**src/rtl/dma_arm_pkg.sv**
```systemverilog
package dma_arm_pkg;
    typedef enum logic [1:0] {
        ARM_IDLE    = 2'd0,
        ARM_PENDING = 2'd1,
        ARM_BUSY    = 2'd2
    } arm_state_t;
endpackage

```
**src/rtl/dma_arm_decode.sv**
```systemverilog
module dma_arm_decode #(
    parameter int          ADDR_W    = 16,
    parameter logic [15:0] CMD_ADDR  = 16'hDF01,
    parameter logic [15:0] TRIG_ADDR = 16'hFF00
) (
    input  logic [ADDR_W-1:0] addr,
    input  logic              we,
    output logic              cmd_wr,
    output logic              trig_wr
);
    localparam logic [ADDR_W-1:0] CMD_A  = CMD_ADDR[ADDR_W-1:0];
    localparam logic [ADDR_W-1:0] TRIG_A = TRIG_ADDR[ADDR_W-1:0];

    // Only write cycles qualify; a read of either address decodes to nothing.
    always_comb begin
        cmd_wr  = we && (addr == CMD_A);
        trig_wr = we && (addr == TRIG_A);
    end
endmodule

```
**src/rtl/dma_arm_fsm.sv**
```systemverilog
module dma_arm_fsm
    import dma_arm_pkg::*;
#(
    parameter int DATA_W    = 8,
    parameter int EXEC_BIT  = 7,
    parameter int DEFER_BIT = 4
) (
    input  logic              clk,
    input  logic              rst_n,
    input  logic              cmd_wr,
    input  logic              trig_wr,
    input  logic [DATA_W-1:0] wdata,
    input  logic              done,
    output arm_state_t        state,
    output logic              start,
    output logic              cmd_accept,
    output logic              exec_clear
);
    arm_state_t state_nx;
    logic       launch;

    always_comb begin
        state_nx   = state;
        launch     = 1'b0;
        cmd_accept = 1'b0;
        exec_clear = 1'b0;
        unique case (state)
            ARM_IDLE, ARM_PENDING: begin
                if (cmd_wr) begin
                    cmd_accept = 1'b1;
                    if (!wdata[EXEC_BIT]) begin
                        state_nx = ARM_IDLE;            // cancel
                    end else if (wdata[DEFER_BIT]) begin
                        state_nx = ARM_PENDING;         // arm
                    end else begin
                        state_nx = ARM_BUSY;            // launch
                        launch   = 1'b1;
                    end
                end else if (state == ARM_PENDING && trig_wr) begin
                    state_nx = ARM_BUSY;                // fire
                    launch   = 1'b1;
                end
            end
            ARM_BUSY: begin
                if (done) begin
                    state_nx   = ARM_IDLE;              // retire
                    exec_clear = 1'b1;
                end
            end
            default: state_nx = ARM_IDLE;
        endcase
    end

    always_ff @(posedge clk) begin
        if (!rst_n) state <= ARM_IDLE;
        else        state <= state_nx;
    end

    always_ff @(posedge clk) begin
        if (!rst_n) start <= 1'b0;
        else        start <= launch;
    end

    assert_start_single_R9: assert property (@(posedge clk) disable iff (!rst_n)
        start |=> !start);
    assert_armed_hold_R3: assert property (@(posedge clk) disable iff (!rst_n)
        (state == ARM_PENDING && !cmd_wr && !trig_wr) |=> (state == ARM_PENDING && !start));
    assert_trig_fires_R4: assert property (@(posedge clk) disable iff (!rst_n)
        (state == ARM_PENDING && trig_wr) |=> (start && state == ARM_BUSY));
    assert_idle_quiet_R6: assert property (@(posedge clk) disable iff (!rst_n)
        (state == ARM_IDLE && !cmd_wr) |=> !start);
    assert_busy_quiet_R8: assert property (@(posedge clk) disable iff (!rst_n)
        (state == ARM_BUSY) |=> !start);
    assert_done_retire_R7: assert property (@(posedge clk) disable iff (!rst_n)
        (state == ARM_BUSY && done) |=> (state == ARM_IDLE));
endmodule

```
**src/rtl/dma_arm_cmdreg.sv**
```systemverilog
module dma_arm_cmdreg #(
    parameter int DATA_W   = 8,
    parameter int EXEC_BIT = 7
) (
    input  logic              clk,
    input  logic              rst_n,
    input  logic              load,
    input  logic              clear_exec,
    input  logic              busy,
    input  logic [DATA_W-1:0] wdata,
    output logic [DATA_W-1:0] value
);
    always_ff @(posedge clk) begin
        if (!rst_n) begin
            value <= '0;
        end else if (load) begin
            value <= wdata;
        end else if (clear_exec) begin
            value[EXEC_BIT] <= 1'b0;
        end
    end

    assert_busy_hold_R8: assert property (@(posedge clk) disable iff (!rst_n)
        (busy && !clear_exec) |=> $stable(value));
    assert_retire_keeps_low_R7: assert property (@(posedge clk) disable iff (!rst_n)
        clear_exec |=> (value[EXEC_BIT] == 1'b0 && value[EXEC_BIT-1:0] == $past(value[EXEC_BIT-1:0])));
endmodule

```
**src/rtl/dma_arm_ctrl.sv**
```systemverilog
module dma_arm_ctrl
    import dma_arm_pkg::*;
#(
    parameter int          ADDR_W    = 16,
    parameter int          DATA_W    = 8,
    parameter logic [15:0] CMD_ADDR  = 16'hDF01,
    parameter logic [15:0] TRIG_ADDR = 16'hFF00,
    parameter int          EXEC_BIT  = 7,
    parameter int          DEFER_BIT = 4
) (
    input  logic              clk,
    input  logic              rst_n,
    input  logic [ADDR_W-1:0] host_addr,
    input  logic [DATA_W-1:0] host_wdata,
    input  logic              host_we,
    input  logic              xfer_done,
    output logic              xfer_start,
    output logic [DATA_W-1:0] cmd_value
);
    logic       cmd_wr, trig_wr, cmd_accept, exec_clear;
    arm_state_t state;

    dma_arm_decode #(
        .ADDR_W(ADDR_W), .CMD_ADDR(CMD_ADDR), .TRIG_ADDR(TRIG_ADDR)
    ) u_decode (
        .addr(host_addr), .we(host_we), .cmd_wr(cmd_wr), .trig_wr(trig_wr)
    );

    dma_arm_fsm #(
        .DATA_W(DATA_W), .EXEC_BIT(EXEC_BIT), .DEFER_BIT(DEFER_BIT)
    ) u_fsm (
        .clk(clk), .rst_n(rst_n), .cmd_wr(cmd_wr), .trig_wr(trig_wr),
        .wdata(host_wdata), .done(xfer_done), .state(state),
        .start(xfer_start), .cmd_accept(cmd_accept), .exec_clear(exec_clear)
    );

    dma_arm_cmdreg #(
        .DATA_W(DATA_W), .EXEC_BIT(EXEC_BIT)
    ) u_cmdreg (
        .clk(clk), .rst_n(rst_n), .load(cmd_accept), .clear_exec(exec_clear),
        .busy(state == ARM_BUSY), .wdata(host_wdata), .value(cmd_value)
    );

    // The execute flag seen by the host mirrors "armed or running".
    assert_exec_mirror_R3: assert property (@(posedge clk) disable iff (!rst_n)
        cmd_value[EXEC_BIT] == (state != ARM_IDLE));
    assert_start_enters_busy_R2: assert property (@(posedge clk) disable iff (!rst_n)
        xfer_start |-> (state == ARM_BUSY || $past(xfer_done)));
endmodule

```
**config.mk**
```make
export PLATFORM = sky130hd
export DESIGN_NAME = dma_arm_ctrl
export DESIGN_NICKNAME = d
export VERILOG_FILES = /design/src/rtl/dma_arm_pkg.sv /design/src/rtl/dma_arm_decode.sv /design/src/rtl/dma_arm_fsm.sv /design/src/rtl/dma_arm_cmdreg.sv /design/src/rtl/dma_arm_ctrl.sv
export SDC_FILE = /design/constraint.sdc
export NUM_CORES = 1
export LEC_CHECK = 0
export BUFFER_PORTS_ARGS = -buffer_cell sky130_fd_sc_hd__buf_2
export CAP_MARGIN = 30
export CORE_MARGIN = 8
export CORE_UTILIZATION = 40
export DETAILED_ROUTE_END_ITERATION = 10
export PLACE_DENSITY = 0.76
export SETUP_SLACK_MARGIN = 0.4
export SLEW_MARGIN = 15
export SYNTH_ARGS = -nofsm -noshare
export SYNTH_HDL_FRONTEND = slang
export SYNTH_SLANG_ARGS = --single-unit
```
**constraint.sdc**
```tcl
create_clock -name clk -period 2.2 [get_ports clk]
set_input_delay 0.44 -clock clk [delete_from_list [all_inputs] [get_ports clk]]
set_output_delay 0.44 -clock clk [all_outputs]
set_load 0.03 [all_outputs]
```
==> impl_metrics.toml, run 1 <==
[setup_path]
critPathLaunchType = "input pin"
crit_top_cell = "nor4_4"
reg2reg_from = "u_fsm.state[1]"
crit_chain = "buf_2, nor4_4, nand4_2, nor4_4, buf_4, mux2i_1"
required_ns = 2.39
arrival_ns = 1.63
max_stage_delay_ns = 0.27
endpoint_kind = "flop"
rrSetupSlack_ns = 1.07
cpMaxStageDelayCell = "nor4_4"
rr_worst_depth = 3
rr_endpoint = "u_cmdreg.value[3]"
cp_max_fo = 8
worstSetupPathType = "input pin to flop"

[clock_network]
cts_tree = "yes"
cts_hold_buf = 0
post_cts_buffers = 0
h-tree-depth = 1
clockBufferDepth = 2
cts-buffers-inserted = 3
cts_sinks = 11
clk_latency_ns = 0.26
root_buffer = "clkbuf_4"
cts-resized-gates = 0
cts.clk_slew.worst_paths_ns = 0.07

[placement]
io_buffers = 36
gp_congestion = 0.783
place_area_um2 = 783
dp_hpwl_um = 1200
dp_cells = 114

[worst_hold_path]
min_to = "u_cmdreg.value[6]"
hp-class = "input pin to flop"
holdPathStages = 3
hp-start = "host_wdata[6]"

[floorplan]
fp.coreArea_um2 = 1330
fp.dieH_um = 54.2
die_x_um = 54.2
dieArea_um2 = 2940
num_rows = 13
io_pins = 37
start_util_pct = 43.8

[yosys]
synth_area_per_cell_um2 = 9.13
synth.top_cells.by_count = "nand2_1 (17), dfxtp_1 (11), mux2i_1 (8), nor2_1 (3)"
synth_top_area_cell = "dfxtp_1"
ys.flop_type = "dfxtp_1"
netlist_area_um2 = 584
synth_most_common_cell = "nand2_1"
ys_seq_elements = 11
yosysWarnings = 0
syn_nets = 92
synth_seq_area_share_pct = 37.7
synth-edff-count = 0
postSynthCellCount = 64
ys_async_sr_fraction_pct = 0
yosysTopAreaCellShare_pct = 37.7
ys_types = 23
synth.area.top_cells = "dfxtp_1 (38%), mux2i_1 (14%), nand2_1 (11%), nor4_4 (7.3%), nand3b_1 (2.6%)"

[global_route]
grt_pass1_vias = 615
grt_util_met1_pct = 12.1
grt_busiest_layer = "met2"
grt_max_degree = 20
antenna_found_initial = 0
grt_overflow = 0
met2_usage_pct = 16.8
grt_use_met3_pct = 2.71
grtUsageTotal_pct = 10.6
grt_pass1_wl_um = 2400

[drt]
wl_per_cell_um = 12.3
via_count = 586
drcViolationCount = 0
drtAntennaViolNets = 0
avgViaCountPerCell = 4.97
drt-total-wl_um = 1450
first_iter_violations = 6
drtPass1Iterations = 4

[finish]
fillers = 130
seqCellArea_um2 = 220
final_area_um2 = 810
antenna_cells = 0
multi_input_area_um2 = 353
final_nets = 132
syn_to_final_growth_pct = 38.5
utilization_pct = 60.7
layout-drive-gt1-share_pct = 42.7
final_cell_count_no_fill = 118

[sta]
fmax_ghz = 0.692
tightest_slew_ns = 0.311
fin_crit_sh_pct = 65.7
final.setup_skew_ns = 0.000965
relSlewSlack_pct = 79.0
finalHoldViolCount = 0
setup_viol = 0
setup_tns_ns = 0
maxSlewViolCount = 0
hold_ws_ns = 0.419
rsz0062_at_grt = "false"
finalCriticalPeriod_ns = 1.45

[power_and_ir_drop]
ir_worst_vdd_v = 0.000175
p_leak_nw = 0.367
powerDensity_nw_per_um2 = 471

[job]
cap_violations = 0

[outcome]
status = "completed"
## registers in the layout, summed over array words and instances, names as in the netlist
signal	flops
u_cmdreg.value	8
u_fsm.state	2
u_fsm.start	1
## cell families after synthesis
group | synth area share, %
compound gates | 4.93
flops | 37.7
xor+xnor | 1.50
simple gates | 40.3
mux | 13.7
buf+inv | 1.93
## layout make-up
| type | count | area share (%) |
|---|---|---|
| Inverter | 1 | 0.464 |
| Sequential cell | 11 | 27.2 |
| Multi-Input combinational cell | 50 | 43.6 |
| Timing Repair Buffer | 37 | 23.2 |
| Clock buffer | 4 | 3.25 |
| Tap cell | 15 | 2.32 |
## layout by cell type (no fill, tap or decap)
cell       instances
o31ai_1            2
clkbuf_1           1
nand4_1            2
nor4_4             2
and3_1             1
nand4bb_1          1
nor3_1             1
a31oi_1            1
nand2b_1           1
and4b_1            1
nand2_1           17
xnor2_1            1
nor2_1             3
and4bb_2           1
inv_1              1
buf_2             36
nor4b_1            1
nand3_1            1
dfxtp_1           11
nand3b_1           2
nor2b_1            2
nand4_2            1
mux2i_1            8
clkbuf_4           3
buf_4              1
o211ai_1           1
## stage by stage
| stage | setup WS [ns] | power [mW] |
|---|---|---|
| after floorplan | 0.561 | 0.223 |
| after global placement | 0.527 | 0.254 |
| after detailed placement | 0.468 | 0.255 |
| after CTS | 0.749 | 0.388 |
| after global routing | 0.643 | 0.402 |
| final | 0.754 | 0.381 |
## worst max-delay path, delay by kind of cell
| kind | cells | cell delay, ns |
|---|---|---|
| simple gates | 3 | 0.64 |
| buf+inv | 2 | 0.35 |
| mux | 1 | 0.20 |
## per-layer routing
layer  vias to the layer above  part of all wire (%)
met5                         -                     0
met4                         0                   1.4
met3                         2                    13
met2                        31                    42
met1                       243                    44
li1                        310                     -
## worst max-delay path by stage
stage	start	endpoint	slack, ns
after floorplan	host_addr[5]	u_cmdreg.value[0]	0.56
after global placement	host_addr[5]	u_cmdreg.value[2]	0.53
after detailed placement	host_addr[5]	u_cmdreg.value[0]	0.47
after CTS	host_addr[5]	u_cmdreg.value[3]	0.75
after global routing	host_addr[5]	u_cmdreg.value[7]	0.64
final	host_addr[5]	u_cmdreg.value[3]	0.75
## where the power goes
part / total [mW] / switching [mW] / leakage (nW) / internal, mW
combinational: 0.0510 / 0.0248 / 0.264 / 0.0262
clock: 0.131 / 0.0611 / 0.0150 / 0.0700
sequential: 0.199 / 0.000000630 / 0.0885 / 0.199
No activity file was read; power rests on OpenSTA's default activity.
==> inputs of run 2 (changes only) <==
==> constraint.sdc (replaced) <==
create_clock -name clk -period 1.36 [get_ports clk]
set_input_delay 0.272 -clock clk [delete_from_list [all_inputs] [get_ports clk]]
set_output_delay 0.272 -clock clk [all_outputs]
set_load 0.03 [all_outputs]
==> impl_metrics.toml, run 2 (synthesis gave the netlist of run 1 again) <==
[clock_network]
cts_hold_buf = 0
h-tree-depth = 1
cts_tree = "yes"
cts_sinks = 11
root_buffer = "clkbuf_4"
cts-buffers-inserted = 3
clockBufferDepth = 2
cts.clk_slew.worst_paths_ns = 0.07
clk_latency_ns = 0.25

[floorplan]
fp.dieH_um = 54.2
fp.coreArea_um2 = 1330
io_pins = 37
start_util_pct = 43.8
dieArea_um2 = 2940
die_x_um = 54.2
num_rows = 13

[placement]
io_buffers = 36
gp_congestion = 0.712
dp_cells = 116
dpl_worst_slack_ns = -0.135
dp_hpwl_um = 1260

[finish]
final_nets = 137
top_regs = "u_cmdreg.value: 8 flops, u_fsm.state: 2 flops, u_fsm.start: 1 flops"
largest_register_ffs = 8
final_common_cell = "buf_2"
multi_input_area_um2 = 353
seqCellArea_um2 = 231
final_cell_mix = "buf_2 (25), nand2_1 (17), buf_6 (11)"
antenna_cells = 0
layout-drive-gt1-share_pct = 53.7
fillers = 110
top_register = "u_cmdreg.value"
syn_to_final_growth_pct = 60.8
final_cell_count_no_fill = 123

[drt]
drtPass1Iterations = 4
wl_per_cell_um = 12.8
avgViaCountPerCell = 5.13
drt-total-wl_um = 1570
first_iter_violations = 8
via_count = 631
drcViolationCount = 0
drtAntennaViolNets = 0

[global_route]
antenna_found_initial = 0
grt_max_degree = 14
grt_pass1_wl_um = 2620
grtUsageTotal_pct = 11.6
grt_overflow = 0
grt_pass1_vias = 641

[outcome]
status = "completed"

[setup_path]
arrival_ns = 1.37
rr_worst_depth = 3
worstSetupPathType = "input pin to flop"
cp_max_fo = 8
endpoint_kind = "flop"
critPathLaunchType = "input pin"
required_ns = 1.54

[power_and_ir_drop]
combPwrFrac_pct = 14.4
total_power_uw = 621
clkPwrFrac_pct = 33.8
switching_share_pct = 22.2
p_leak_nw = 0.409
seqPwrFrac_pct = 51.8
ir_worst_vdd_v = 0.000329
p_sw_uw = 138
powerDensity_nw_per_um2 = 660
p_int_uw = 483

[job]
cap_violations = 0

[sta]
maxSlewViolCount = 0
finalHoldViolCount = 0
tightest_slew_ns = 0.257
rsz0062_at_grt = "true"
final.setup_skew_ns = 0.000545
relSlewSlack_pct = 82.7
fmax_ghz = 0.836
worst_slack_ns = 0.163
fin_crit_sh_pct = 88.0
finalCriticalPeriod_ns = 1.20
setup_viol = 0

[worst_hold_path]
holdPathStages = 3
hp-class = "input pin to flop"
## run 2: stage by stage
step | util (%) | hold WS [ns] | area [um^2] | TNS, ns
final | 70.5 | 0.251 | 940 | 0
after detailed placement | 60.8 | 0.446 | 811 | -0.812
after floorplan | - | 0.411 | 586 | -0.882
after global routing | 70.5 | 0.254 | 940 | 0
after CTS | 69.2 | 0.245 | 923 | 0
after global placement | 60.8 | 0.439 | 811 | -0.586
## run 2: cell type report
type | count | share of cell area (%)
Sequential cell | 11 | 24.6
Inverter | 1 | 0.399
Timing Repair Buffer | 42 | 32.6
Multi-Input combinational cell | 50 | 37.5
Clock buffer | 4 | 2.80
Tap cell | 15 | 2.00
## run 2: worst max-delay path: stages
cell and delay (ns):
buf_6 0.10, nor4_4 0.26, nand4_2 0.17, nor4_4 0.21
buf_12 0.17, mux2i_1 0.19
## run 2: path summary, 6_finish.rpt
path	from	endpoint	slack, ns
setup / recovery	host_addr[5]	u_cmdreg.value[2]	0.16
hold / removal	host_wdata[5]	u_cmdreg.value[5]	0.25
setup reg to reg	u_fsm.state[1]	u_cmdreg.value[2]	0.24
hold reg to reg	u_cmdreg.value[1]	u_cmdreg.value[1]	0.47
## run 2: routing by layer
metal | vias to the layer above | global-route usage [%] | share of wire (%)
li1 | 323 | - | -
met3 | 2 | 4.34 | 14
met5 | - | 0 | 0
met1 | 272 | 13.3 | 42
met2 | 34 | 18.3 | 44
met4 | 0 | 6.15 | 1.3
## run 2: power by group through the flow
stage	logic (mW)	clock network [mW]	registers, mW
global route	0.0983	0.241	0.321
finish	0.0893	0.210	0.322
detailed placement	0.0855	0	0.329
global placement	0.0835	0	0.329
CTS	0.0894	0.220	0.322
floorplan	0.0316	0	0.329
## run 2: repair_timing
action                                  in CTS  in global routing
buffers inserted                             1                  2
gates resized for setup                     28                  1
endpoints found under the setup margin      19                 19
==> inputs of run 3 (changes only) <==
--- a/config.mk
+++ b/config.mk
@@ -7,7 +7,7 @@
 export LEC_CHECK = 0
 export BUFFER_PORTS_ARGS = -buffer_cell sky130_fd_sc_hd__buf_2
 export CAP_MARGIN = 30
-export CORE_MARGIN = 8
+export CORE_MARGIN = 4
 export CORE_UTILIZATION = 40
 export DETAILED_ROUTE_END_ITERATION = 10
 export PLACE_DENSITY = 0.76
==> impl_metrics.toml, run 3 (synthesis gave the netlist of run 1 again) <==
[drt]
wl_met2_um = 804
drtPass1Iterations = 3
drt-total-wl_um = 1580
avgViaCountPerCell = 5.34
first_iter_violations = 4
drtAntennaViolNets = 0
drt-met1-wl_um = 584
met3_length_um = 150
highest_layer = "met4"
via_count = 657
drcViolationCount = 0
wl_per_cell_um = 12.8

[outcome]
status = "completed"

[finish]
top_register = "u_cmdreg.value"
layout-drive-gt1-share_pct = 53.7
top_regs = "u_cmdreg.value: 8 flops, u_fsm.state: 2 flops, u_fsm.start: 1 flops"
antenna_cells = 0
final_common_cell = "buf_2"
largest_register_ffs = 8
fillers = 99
final_nets = 137
final_cell_mix = "buf_2 (25), nand2_1 (17), buf_6 (10)"
syn_to_final_growth_pct = 62.1
multi_input_area_um2 = 358
final_cell_count_no_fill = 123
seqCellArea_um2 = 230

[global_route]
grt_overflow = 0
grtUsageTotal_pct = 15.1
grt_pass1_vias = 632
grt_pass1_wl_um = 2330
antenna_found_initial = 0
grt_max_degree = 12

[clock_network]
cts_hold_buf = 0
cts_sinks = 11
clk_latency_ns = 0.26
clockBufferDepth = 2
cts-buffers-inserted = 3
cts.clk_slew.worst_paths_ns = 0.06
cts_tree = "yes"
h-tree-depth = 1
root_buffer = "clkbuf_4"

[floorplan]
die_x_um = 46.2
fp.dieH_um = 46.2
io_pins = 37
fp.coreArea_um2 = 1330
start_util_pct = 43.8
dieArea_um2 = 2140
num_rows = 13

[setup_path]
cpMaxStageDelayCell = "nor4_4"
rr_worst_depth = 3
startpoint = "host_addr[5]"
cp_max_fo = 8
cp_num_cells = 6
max_stage_delay_ns = 0.27
cp-endpoint = "u_cmdreg.value[0]"
crit_chain = "buf_8, nor4_4, nand4_2, nor4_4, buf_12, mux2i_1"
crit_top_cell = "nor4_4"
required_ns = 1.54
worst-path-buf-inv = 2
critPathLaunchType = "input pin"
rrSetupSlack_ns = 0.21
worstSetupPathType = "input pin to flop"
rr_endpoint = "u_cmdreg.value[0]"
critical-path-top-delay-family = "simple AND/OR/NAND/NOR gates"
endpoint_kind = "flop"
arrival_ns = 1.40
reg2reg_from = "u_fsm.state[1]"

[sta]
rsz0062_at_grt = "true"
final.setup_skew_ns = 0.00127
maxSlewViolCount = 0
worst_slack_ns = 0.148
fmax_ghz = 0.825
setup_viol = 0
relSlewSlack_pct = 79.3
fin_crit_sh_pct = 89.1
tightest_slew_ns = 0.306
finalCriticalPeriod_ns = 1.21
finalHoldViolCount = 0

[placement]
dpl_worst_slack_ns = -0.154
io_buffers = 36
dp_cells = 116
gp_congestion = 0.775

[worst_hold_path]
hp-class = "input pin to flop"

[power_and_ir_drop]
total_power_uw = 625
p_leak_nw = 0.412
powerDensity_nw_per_um2 = 660
ir_worst_vdd_v = 0.000305

[job]
cap_violations = 0
## run 3: worst register-to-register path: stages, from the launching register on
cell and delay, ns:
dfxtp_1 0.36, nor4_4 0.34, buf_12 0.18, mux2i_1 0.20
## run 3: worst min path at each step
| stage | start | endpoint | slack (ns) | depth (start not counted) |
|---|---|---|---|---|
| 2_1_floorplan | host_we | u_fsm.start | 0.41 | 2 |
| 3_3_place_gp | u_cmdreg.value[6] | u_cmdreg.value[6] | 0.44 | 2 |
| 3_5_place_dp | u_cmdreg.value[4] | u_cmdreg.value[4] | 0.45 | 2 |
| 4_1_cts | host_wdata[6] | u_cmdreg.value[6] | 0.24 | 3 |
| 5_1_grt | host_wdata[1] | u_cmdreg.value[1] | 0.25 | 3 |
| 6_report | host_wdata[6] | u_cmdreg.value[6] | 0.25 | 3 |
## run 3: timing repair
action	CTS	global route
setup endpoints to repair	19	20
setup buffers	1	2
resized for setup	29	2
## run 3: routing by layer
layer  vias up  GRT usage, %
met5         -             0
met3         4          1.56
met2        34          29.1
met1       298          14.6
met4         0          10.2
li1        321             -
## run 3: report_power, final
| group | internal (mW) | total [mW] | switching [mW] | leakage, nW |
|---|---|---|---|---|
| clock | 0.113 | 0.212 | 0.0983 | 0.0150 |
| sequential | 0.322 | 0.322 | 0.00000153 | 0.0927 |
| combinational | 0.0491 | 0.0917 | 0.0426 | 0.304 |
## run 3: through the flow
step                hold slack (ns)  utilization [%]  TNS [ns]  cell area (um^2)
global placement              0.440             60.8    -0.586               811
detailed placement            0.447             60.8    -0.991               811
floorplan                     0.411                -    -0.882               586
CTS                           0.245             69.2         0               923
finish                        0.251             71.0         0               947
global route                  0.246             71.0         0               947
## run 3: final cells by class
cell class / count / area share (%)
flip-flops and latches: 11 / 24.3
repair buffers: 42 / 32.8
inverters: 1 / 0.396
clock buffers: 4 / 2.77
well taps: 15 / 1.98
multi-input cells: 50 / 37.8
